$ cat src/rtl/dsd_pkg.sv
package dsd_pkg;
  typedef enum logic [2:0] {
    RGN_GPR  = 3'd0,
    RGN_SIO  = 3'd1,
    RGN_XIO  = 3'd2,
    RGN_SRAM = 3'd3,
    RGN_EXT  = 3'd4,
    RGN_NONE = 3'd5
  } region_e;
endpackage

$ cat src/rtl/dsd_region_dec.sv
module dsd_region_dec
  import dsd_pkg::*;
#(
  parameter int ADDR_W      = 16,
  parameter int GPR_CNT     = 32,
  parameter int SIO_CNT     = 64,
  parameter int XIO_CNT     = 160,
  parameter int SRAM_CNT    = 4096,
  parameter int SRAM_CNT_C  = 4000
) (
  input  logic [ADDR_W-1:0] addr_i,
  input  logic              compat_i,
  input  logic              ext_en_i,
  output region_e           region_o
);
  localparam logic [ADDR_W-1:0] SIO_BASE  = ADDR_W'(GPR_CNT);
  localparam logic [ADDR_W-1:0] XIO_BASE  = ADDR_W'(GPR_CNT + SIO_CNT);
  localparam logic [ADDR_W-1:0] SRAM_N    = ADDR_W'(GPR_CNT + SIO_CNT + XIO_CNT);
  localparam logic [ADDR_W-1:0] EXT_N     = ADDR_W'(GPR_CNT + SIO_CNT + XIO_CNT + SRAM_CNT);
  localparam logic [ADDR_W-1:0] EXT_C     = ADDR_W'(GPR_CNT + SIO_CNT + SRAM_CNT_C);

  logic [ADDR_W-1:0] ext_base;
  assign ext_base = compat_i ? EXT_C : EXT_N;

  always_comb begin
    if (addr_i < SIO_BASE)                   region_o = RGN_GPR;
    else if (addr_i < XIO_BASE)              region_o = RGN_SIO;
    else if (!compat_i && addr_i < SRAM_N)   region_o = RGN_XIO;
    else if (addr_i < ext_base)              region_o = RGN_SRAM;
    else if (ext_en_i)                       region_o = RGN_EXT;
    else                                     region_o = RGN_NONE;
  end

  // compatibility layout has no extended I/O window
  always_comb begin
    if (compat_i === 1'b1)
      assert_compat_no_xio_R2: assert (region_o != RGN_XIO);
  end
endmodule

$ cat src/rtl/dsd_ext_timer.sv
module dsd_ext_timer #(
  parameter int WS_W = 2
) (
  input  logic            clk_i,
  input  logic            rst_ni,
  input  logic            start_i,
  input  logic            is_rd_i,
  input  logic [WS_W-1:0] ws_i,
  output logic            busy_o,
  output logic            done_o,
  output logic            stb_rd_o,
  output logic            stb_wr_o
);
  logic            busy_q, rd_q;
  logic [WS_W-1:0] cnt_q;
  logic            go;

  assign go = start_i && !busy_q;

  // first cycle stalls; busy phase runs ws+1 cycles, last one signals done
  always_ff @(posedge clk_i or negedge rst_ni) begin
    if (!rst_ni) begin
      busy_q <= 1'b0;
      rd_q   <= 1'b0;
      cnt_q  <= '0;
    end else if (go) begin
      busy_q <= 1'b1;
      rd_q   <= is_rd_i;
      cnt_q  <= ws_i;
    end else if (busy_q) begin
      if (cnt_q == '0) busy_q <= 1'b0;
      else             cnt_q  <= cnt_q - 1'b1;
    end
  end

  assign busy_o   = busy_q;
  assign done_o   = busy_q && (cnt_q == '0);
  assign stb_rd_o = busy_q ? rd_q  : (go && is_rd_i);
  assign stb_wr_o = busy_q ? !rd_q : (go && !is_rd_i);

  // one strobe for the whole busy phase, direction kept
  assert_one_strobe_R6: assert property (@(posedge clk_i) disable iff (!rst_ni)
    busy_q |-> ($countones({stb_rd_o, stb_wr_o}) == 1));
  assert_dir_kept_R6: assert property (@(posedge clk_i) disable iff (!rst_ni)
    busy_q && $past(busy_q) |-> $stable(stb_rd_o));
  // captured count only ever decreases during an access
  assert_ws_locked_R7: assert property (@(posedge clk_i) disable iff (!rst_ni)
    busy_q && $past(busy_q) |-> cnt_q < $past(cnt_q) || cnt_q == '0);
endmodule

$ cat src/rtl/dspace_decoder.sv
module dspace_decoder
  import dsd_pkg::*;
#(
  parameter int ADDR_W     = 16,
  parameter int DATA_W     = 8,
  parameter int WS_W       = 2,
  parameter int GPR_CNT    = 32,
  parameter int SIO_CNT    = 64,
  parameter int XIO_CNT    = 160,
  parameter int SRAM_CNT   = 4096,
  parameter int SRAM_CNT_C = 4000
) (
  input  logic              clk_i,
  input  logic              rst_ni,
  input  logic [ADDR_W-1:0] addr_i,
  input  logic              rd_i,
  input  logic              wr_i,
  input  logic              compat_i,
  input  logic              ext_en_i,
  input  logic [WS_W-1:0]   wait_sel_i,
  input  logic [DATA_W-1:0] rdata_i,
  output logic [2:0]        region_o,
  output logic              ext_rd_o,
  output logic              ext_wr_o,
  output logic              ready_o,
  output logic [DATA_W-1:0] rdata_o
);
  region_e rgn;
  logic    ext_req, busy, done;

  dsd_region_dec #(
    .ADDR_W(ADDR_W), .GPR_CNT(GPR_CNT), .SIO_CNT(SIO_CNT), .XIO_CNT(XIO_CNT),
    .SRAM_CNT(SRAM_CNT), .SRAM_CNT_C(SRAM_CNT_C)
  ) i_dec (
    .addr_i(addr_i), .compat_i(compat_i), .ext_en_i(ext_en_i), .region_o(rgn)
  );

  assign ext_req = (rd_i || wr_i) && (rgn == RGN_EXT);

  dsd_ext_timer #(.WS_W(WS_W)) i_tmr (
    .clk_i(clk_i), .rst_ni(rst_ni), .start_i(ext_req), .is_rd_i(rd_i),
    .ws_i(wait_sel_i), .busy_o(busy), .done_o(done),
    .stb_rd_o(ext_rd_o), .stb_wr_o(ext_wr_o)
  );

  assign region_o = rgn;
  assign ready_o  = busy ? done : !ext_req;
  assign rdata_o  = (rgn == RGN_NONE) ? '0 : rdata_i;

  // strobes stay quiet outside an off-chip access
  assert_int_quiet_R3: assert property (@(posedge clk_i) disable iff (!rst_ni)
    (rd_i || wr_i) && rgn != RGN_EXT && !busy |-> !ext_rd_o && !ext_wr_o && ready_o);
  // unmapped reads yield zero
  assert_unmapped_zero_R4: assert property (@(posedge clk_i) disable iff (!rst_ni)
    rgn == RGN_NONE |-> rdata_o == '0);
  // a stalled strobe cycle is always followed by another strobe cycle
  assert_strobe_through_stall_R5: assert property (@(posedge clk_i) disable iff (!rst_ni)
    (ext_rd_o || ext_wr_o) && !ready_o |=> (ext_rd_o || ext_wr_o));
  // never both strobes
  assert_strobe_excl_R6: assert property (@(posedge clk_i) disable iff (!rst_ni)
    $onehot0({ext_rd_o, ext_wr_o}));
endmodule

$ cat config.mk
export PLATFORM = sky130hd
export DESIGN_NAME = dspace_decoder
export DESIGN_NICKNAME = d
export VERILOG_FILES = /design/src/rtl/dsd_pkg.sv /design/src/rtl/dsd_region_dec.sv /design/src/rtl/dsd_ext_timer.sv /design/src/rtl/dspace_decoder.sv
export SDC_FILE = /design/constraint.sdc
export NUM_CORES = 1
export LEC_CHECK = 0
export ABC_CLOCK_PERIOD_IN_PS = 2850
export BUFFER_PORTS_ARGS = -buffer_cell sky130_fd_sc_hd__buf_4
export CAP_MARGIN = 5
export CORE_AREA = 2 2 39 41
export DETAILED_ROUTE_END_ITERATION = 7
export DIE_AREA = 0 0 41 43
export HOLD_SLACK_MARGIN = 0.12
export PLACE_DENSITY = 0.77
export SLEW_MARGIN = 20
export SYNTH_ARGS = -nofsm -noshare
export SYNTH_HDL_FRONTEND = slang
export SYNTH_SLANG_ARGS = --single-unit
$ cat constraint.sdc
create_clock -name clk_i -period 2.85 [get_ports clk_i]
set_clock_uncertainty 0.1 [all_clocks]
set_input_delay 0.285 -clock clk_i [delete_from_list [all_inputs] [get_ports clk_i]]
set_output_delay 0.285 -clock clk_i [all_outputs]
set_load 0.01 [all_outputs]
Word level (Yosys, flattened, before mapping)
Cells that the tools add are included.
- bits of input ports: 32
- bits in writable memories: 0
- register bits: 4
- memories: 0
- output and inout bits: 14
- logic and storage cells: 42
- memory bits (read-only): 0
- latch bits: 0
- $lt $le $gt $ge: 4
- eq/ne operators: 3
- div/mod/pow operators: 0
- mux-type cells: 16
- shift-type cells: 0
- bitwise gates (word level): 0
- reduce and logical (&&, ||, !) cells: 15
- $mul: 0
- add/sub/neg operators: 1
- operators by type and width (kind ; count):
    16-bit less-than comparator ; 1
    16-bit by 6-bit less-than comparator with 1-bit output (second input constant) ; 1
    16-bit by 7-bit less-than comparator with 1-bit output (second input constant) ; 1
    16-bit by 9-bit less-than comparator with 1-bit output (second input constant) ; 1
    3-bit two-way mux ; 4
    9-bit two-way mux ; 1
    8-bit two-way mux ; 1
    1-bit two-way mux ; 7
    3-bit equality test (second input constant) ; 2
    1-bit logical AND ; 6
    2-bit two-way mux ; 3
    1-bit zero test ; 5
    2-bit zero test ; 1
    2-bit by 1-bit inequality test with 1-bit output (second input constant) ; 1
    2-bit AND reduction ; 1
    2-bit nonzero test ; 1
    2-bit by 1-bit subtractor with 2-bit output (second input constant) ; 1
    1-bit logical OR ; 1

Longest topological paths before layout
- depth after elaboration: 11
- mapped depth: 6
- depth with buffers taken out: 6

Hierarchy
Synthesis repeated with hierarchy kept, for this count alone.
- cell total of the unflattened synthesis: 51
- area total of the unflattened synthesis: 411.6 sq um
- by module, submodules not included (module ; area each (sq um) ; instances ; cells an instance ; sequential area each (sq um)):
    dsd_ext_timer ; 231.5 ; 1 ; 24 ; 100.1
    dspace_decoder ; 92.6 ; 1 ; 14 ; 0.0
    dsd_region_dec ; 87.6 ; 1 ; 13 ; 0.0

Worst setup path after synthesis
OpenSTA, ideal clock, no wires.
- kind: input to output
- start point: input addr_i[15]
- end point: output rdata_o[0]
- slack: 1.278 ns
- cell stages on the path: 4
- required time: 2.465 ns
- data arrival time: 1.187 ns
- path buffers: 0
- cells stage by stage: nor4_1 -> a21oi_2 -> nor2b_2 -> nor2b_1
- longest elaborated chain between the ends: 7
- elaborated cells on any way between the ends: 11
- classes of those cells: 4 x order compare; 1 x eq/ne; 5 x mux; 1 x reduce/logical
- ends and longest elaborated chain (item ; RTL line ; RTL):
    start, declared ; dspace_decoder.sv:15 ; input logic [ADDR_W-1:0] addr_i,
    16-bit less-than comparator / 16-bit by 9-bit less-than comparator with 1-bit output (equally long branches) ; dsd_region_dec.sv:29, dsd_region_dec.sv:28 ;
    3-bit two-way mux / 1-bit logical AND (equally long branches) ; dsd_region_dec.sv:29, dsd_region_dec.sv:28 ;
    3-bit two-way mux ; dsd_region_dec.sv:28 ; else if (!compat_i && addr_i < SRAM_N) region_o = RGN_XIO;
    3-bit two-way mux ; dsd_region_dec.sv:27 ; else if (addr_i < XIO_BASE) region_o = RGN_SIO;
    3-bit two-way mux (*) ; dsd_region_dec.sv:26 ; if (addr_i < SIO_BASE) region_o = RGN_GPR;
    net region_o[2] ; dspace_decoder.sv:22 ; output logic [2:0] region_o,
    3-bit equality test (*) ; dspace_decoder.sv:48 ; assign rdata_o = (rgn == RGN_NONE) ? '0 : rdata_i;
    8-bit two-way mux (*) ; dspace_decoder.sv:48 ;
    end, declared ; dspace_decoder.sv:26 ; output logic [DATA_W-1:0] rdata_o
Mark *: on every way through the listed nets, which the timed path passes. The rest lies on a longest branch.

Worst setup path after layout
- start point: input addr_i[15]
- end point: output rdata_o[4]
- longest elaborated chain between the ends: 7
- elaborated cells on any way between the ends: 11
- classes of those cells: 4 x order compare; 1 x eq/ne; 5 x mux; 1 x reduce/logical
- ends and longest elaborated chain (item ; RTL line):
    16-bit less-than comparator / 16-bit by 9-bit less-than comparator with 1-bit output (equally long branches) ; dsd_region_dec.sv:29, dsd_region_dec.sv:28
    3-bit two-way mux / 1-bit logical AND (equally long branches) ; dsd_region_dec.sv:29, dsd_region_dec.sv:28
    3-bit two-way mux ; dsd_region_dec.sv:28
    3-bit two-way mux ; dsd_region_dec.sv:27
    3-bit two-way mux (*) ; dsd_region_dec.sv:26
    3-bit equality test (*) ; dspace_decoder.sv:48
    8-bit two-way mux (*) ; dspace_decoder.sv:48
Every way passes the cells marked *; elsewhere a longest branch is shown, timed or not.

==> results.yml <==
outcome:
  status: "completed"
yosys:
  ys.flop_type: "dfrtp_1"
  netlist_area_um2: 397
  synth_nets: 77
  yosysWarnings: 0
  ys_ff_latch: 4
  yosysUniqueCellTypes: 23
  syn_avg_cell_area_um2: 9.01
  synth_edf_count: 0
  synth_seq_area_share_pct: 25.2
  syn_inst: 44
  async_flop_share_pct: 100
clocking:
  insertion_delay_ns: 0.23
  path_clk_slew_ns: 0.03
  cts_made_buffers: 3
  ctsRootBufferMaster: "clkbuf_4"
  htreeDepth: 1
  postCtsSetupRepairBufs: 0
  cts_resized: 0
  ctsHoldBuffers: 1
  cts.sinks: 4
  cts_tree: "yes"
  clockBufferDepth: 2
global_routing:
  track_usage_pct: 13.8
  grt_max_degree: 9
  grt_pass1_wl_um: 1610
  grt_util_met2_pct: 22.5
  busiest_layer: "met2"
  antenna_found_initial: 0
  gr-total-overflow: 0
  grt_util_met1_pct: 14.3
  grt.met3_usage_pct: 3.14
  grt_pass1_vias: 444
final_layout:
  nFillCells: 135
  area_growth_pct: 89.0
  drive_above_1_share_pct: 56.8
  antennaDiodeCount: 0
  stdcell_count: 104
  fin_nets: 123
timing:
  max_freq_ghz: 0.552
  slew_violations: 0
  fin_crit_sh_pct: 63.5
  hold_viol_final: 0
  period_minus_slack_ns: 1.81
  worstMarginPinSlew_ns: 0.377
  rsz0062_at_grt: "false"
  setup_viol: 0
  finalWorstSetupSlack_ns: 1.04
  slew_headroom_pct: 74.6
  fin_hold_ws_ns: 0.185
  fin_tns_setup_ns: 0
run:
  max_cap_viol_count: 0
die:
  start_util_pct: 28.7
  die-area_um2: 1760
  die_x_um: 41
  ios: 46
  die_h_um: 43
  num_rows: 14
  core_um2: 1380
power:
  p_leak_nw: 0.375
  p_per_area_nw_per_um2: 586
  power_mw: 0.439
  ir_drop_mv: 0.313
setup_path:
  start_kind: "input port"
  timing_worst_setup_path_type: "input port to output port"
  cp_data_required_time_ns: 2.47
  arrival_ns: 1.43
  crit_path_end_kind: "output port"
  critPathMaxFanout: 8
drt:
  drc_errors: 0
  dr.pass1.iters: 4
  routedWlPerCell_um: 10.9
  antenna_left: 0
  drt-initial-drc-count: 3
  post_drt_via_cell_ratio: 4.60
  num_vias: 478
  routed_wl_um: 1130
placed_design:
  gp_congestion: 0.702
  post-place-ws_ns: 1.03
  placed_cells: 100
  dpl.hpwl_um: 975
  io_buffer_count: 40
worst_hold_path:
  hp-class: "input port to flop"
cell usage after synthesis, drive strengths merged (2+ instances only):
cell type	instances	share of area, %
dfrtp	4	25
nor2b	9	15
inv	3	2.8
a21oi	2	3.5
nand2	7	6.6
nor4	3	10
o21ai	3	3.8
mux2	2	7.6
worst max-delay path, cell delays in order:
cell     delay, ns
buf_4         0.12
nor4_2        0.40
a21oi_2       0.13
nor2b_2       0.23
nor2b_1       0.13
buf_4         0.13
layer usage:
layer  part of all wire, %  up-vias
li1                      -      244
met1                    37      206
met2                    56       26
met3                   5.5        2
met4                   1.2        0
met5                     0        -
sequential cells by signal (all words and copies together) (netlist names):
| name | cells |
|---|---|
| i_tmr.rd_q | 1 |
| i_tmr.cnt_q | 2 |
| i_tmr.busy_o | 1 |
final timing paths:
kind / from / endpoint / slack, ns / cells past startpoint
worst max-delay path: addr_i[15] / rdata_o[4] / 1.04 / 6
worst min-delay path: wait_sel_i[0] / i_tmr.cnt_q[0] / 0.19 / 2
worst max register to register: i_tmr.cnt_q[0] / i_tmr.cnt_q[1] / 1.42 / 6
worst min register to register: i_tmr.rd_q / i_tmr.rd_q / 0.42 / 1
max in group asynchronous: rst_ni / i_tmr.cnt_q[0] / 2.25 / 2
min in group asynchronous: rst_ni / i_tmr.rd_q / 0.30 / 2
report_power, final:
part | leakage, nW | switching [mW] | total (mW) | internal [mW]
clock network | 0.0138 | 0.0222 | 0.0692 | 0.0470
registers | 0.0477 | 0.0182 | 0.106 | 0.0877
logic | 0.313 | 0.113 | 0.264 | 0.151
total | 0.375 | 0.154 | 0.439 | 0.286
cell families after synthesis:
family	count (synthesis)	share of synthesized area, %
adder cells (fa/ha/maj)	1	3.15
multiplexers	2	7.57
buffers and inverters	3	2.84
AO/OA/AOI/OAI	9	19.9
flip-flops	4	25.2
XOR/XNOR	2	4.42
AND/OR/NAND/NOR	23	36.9
cell type report:
type	instances	area, µm²	area share [%]
clock buffer	3	22.5	3.01
inverter	3	11.3	1.50
multi-input combinational	37	285	38.1
sequential	4	100	13.4
tap	16	20.0	2.67
timing repair buffer	41	310	41.4
cells in the final DEF (no fill, tap or decap):
cell type / count
o2111ai_4: 1
dfrtp_1: 4
nor2_1: 1
nor2b_1: 8
o2bb2ai_1: 1
a21oi_1: 1
nand2_1: 7
xnor2_1: 1
nor4_1: 1
nor2b_2: 1
nand3_1: 1
and2_1: 1
mux2_4: 2
nor4_4: 1
ha_1: 1
o21ai_0: 3
buf_4: 40
inv_1: 3
o22ai_1: 1
clkbuf_4: 3
a21oi_2: 1
a22o_1: 1
xor2_1: 1
dlygate4sd3_1: 1
nor4_2: 1
nand2b_1: 1
per-stage QoR:
| step | area (µm²) | util, % |
|---|---|---|
| 5_1_grt | 749 | 54.2 |
| 3_3_place_gp | 717 | 51.8 |
| 4_1_cts | 749 | 54.2 |
| 3_5_place_dp | 717 | 51.8 |
| 6_report | 749 | 54.2 |
| 2_1_floorplan | 397 | - |
(Power assumes the default switching activity.)
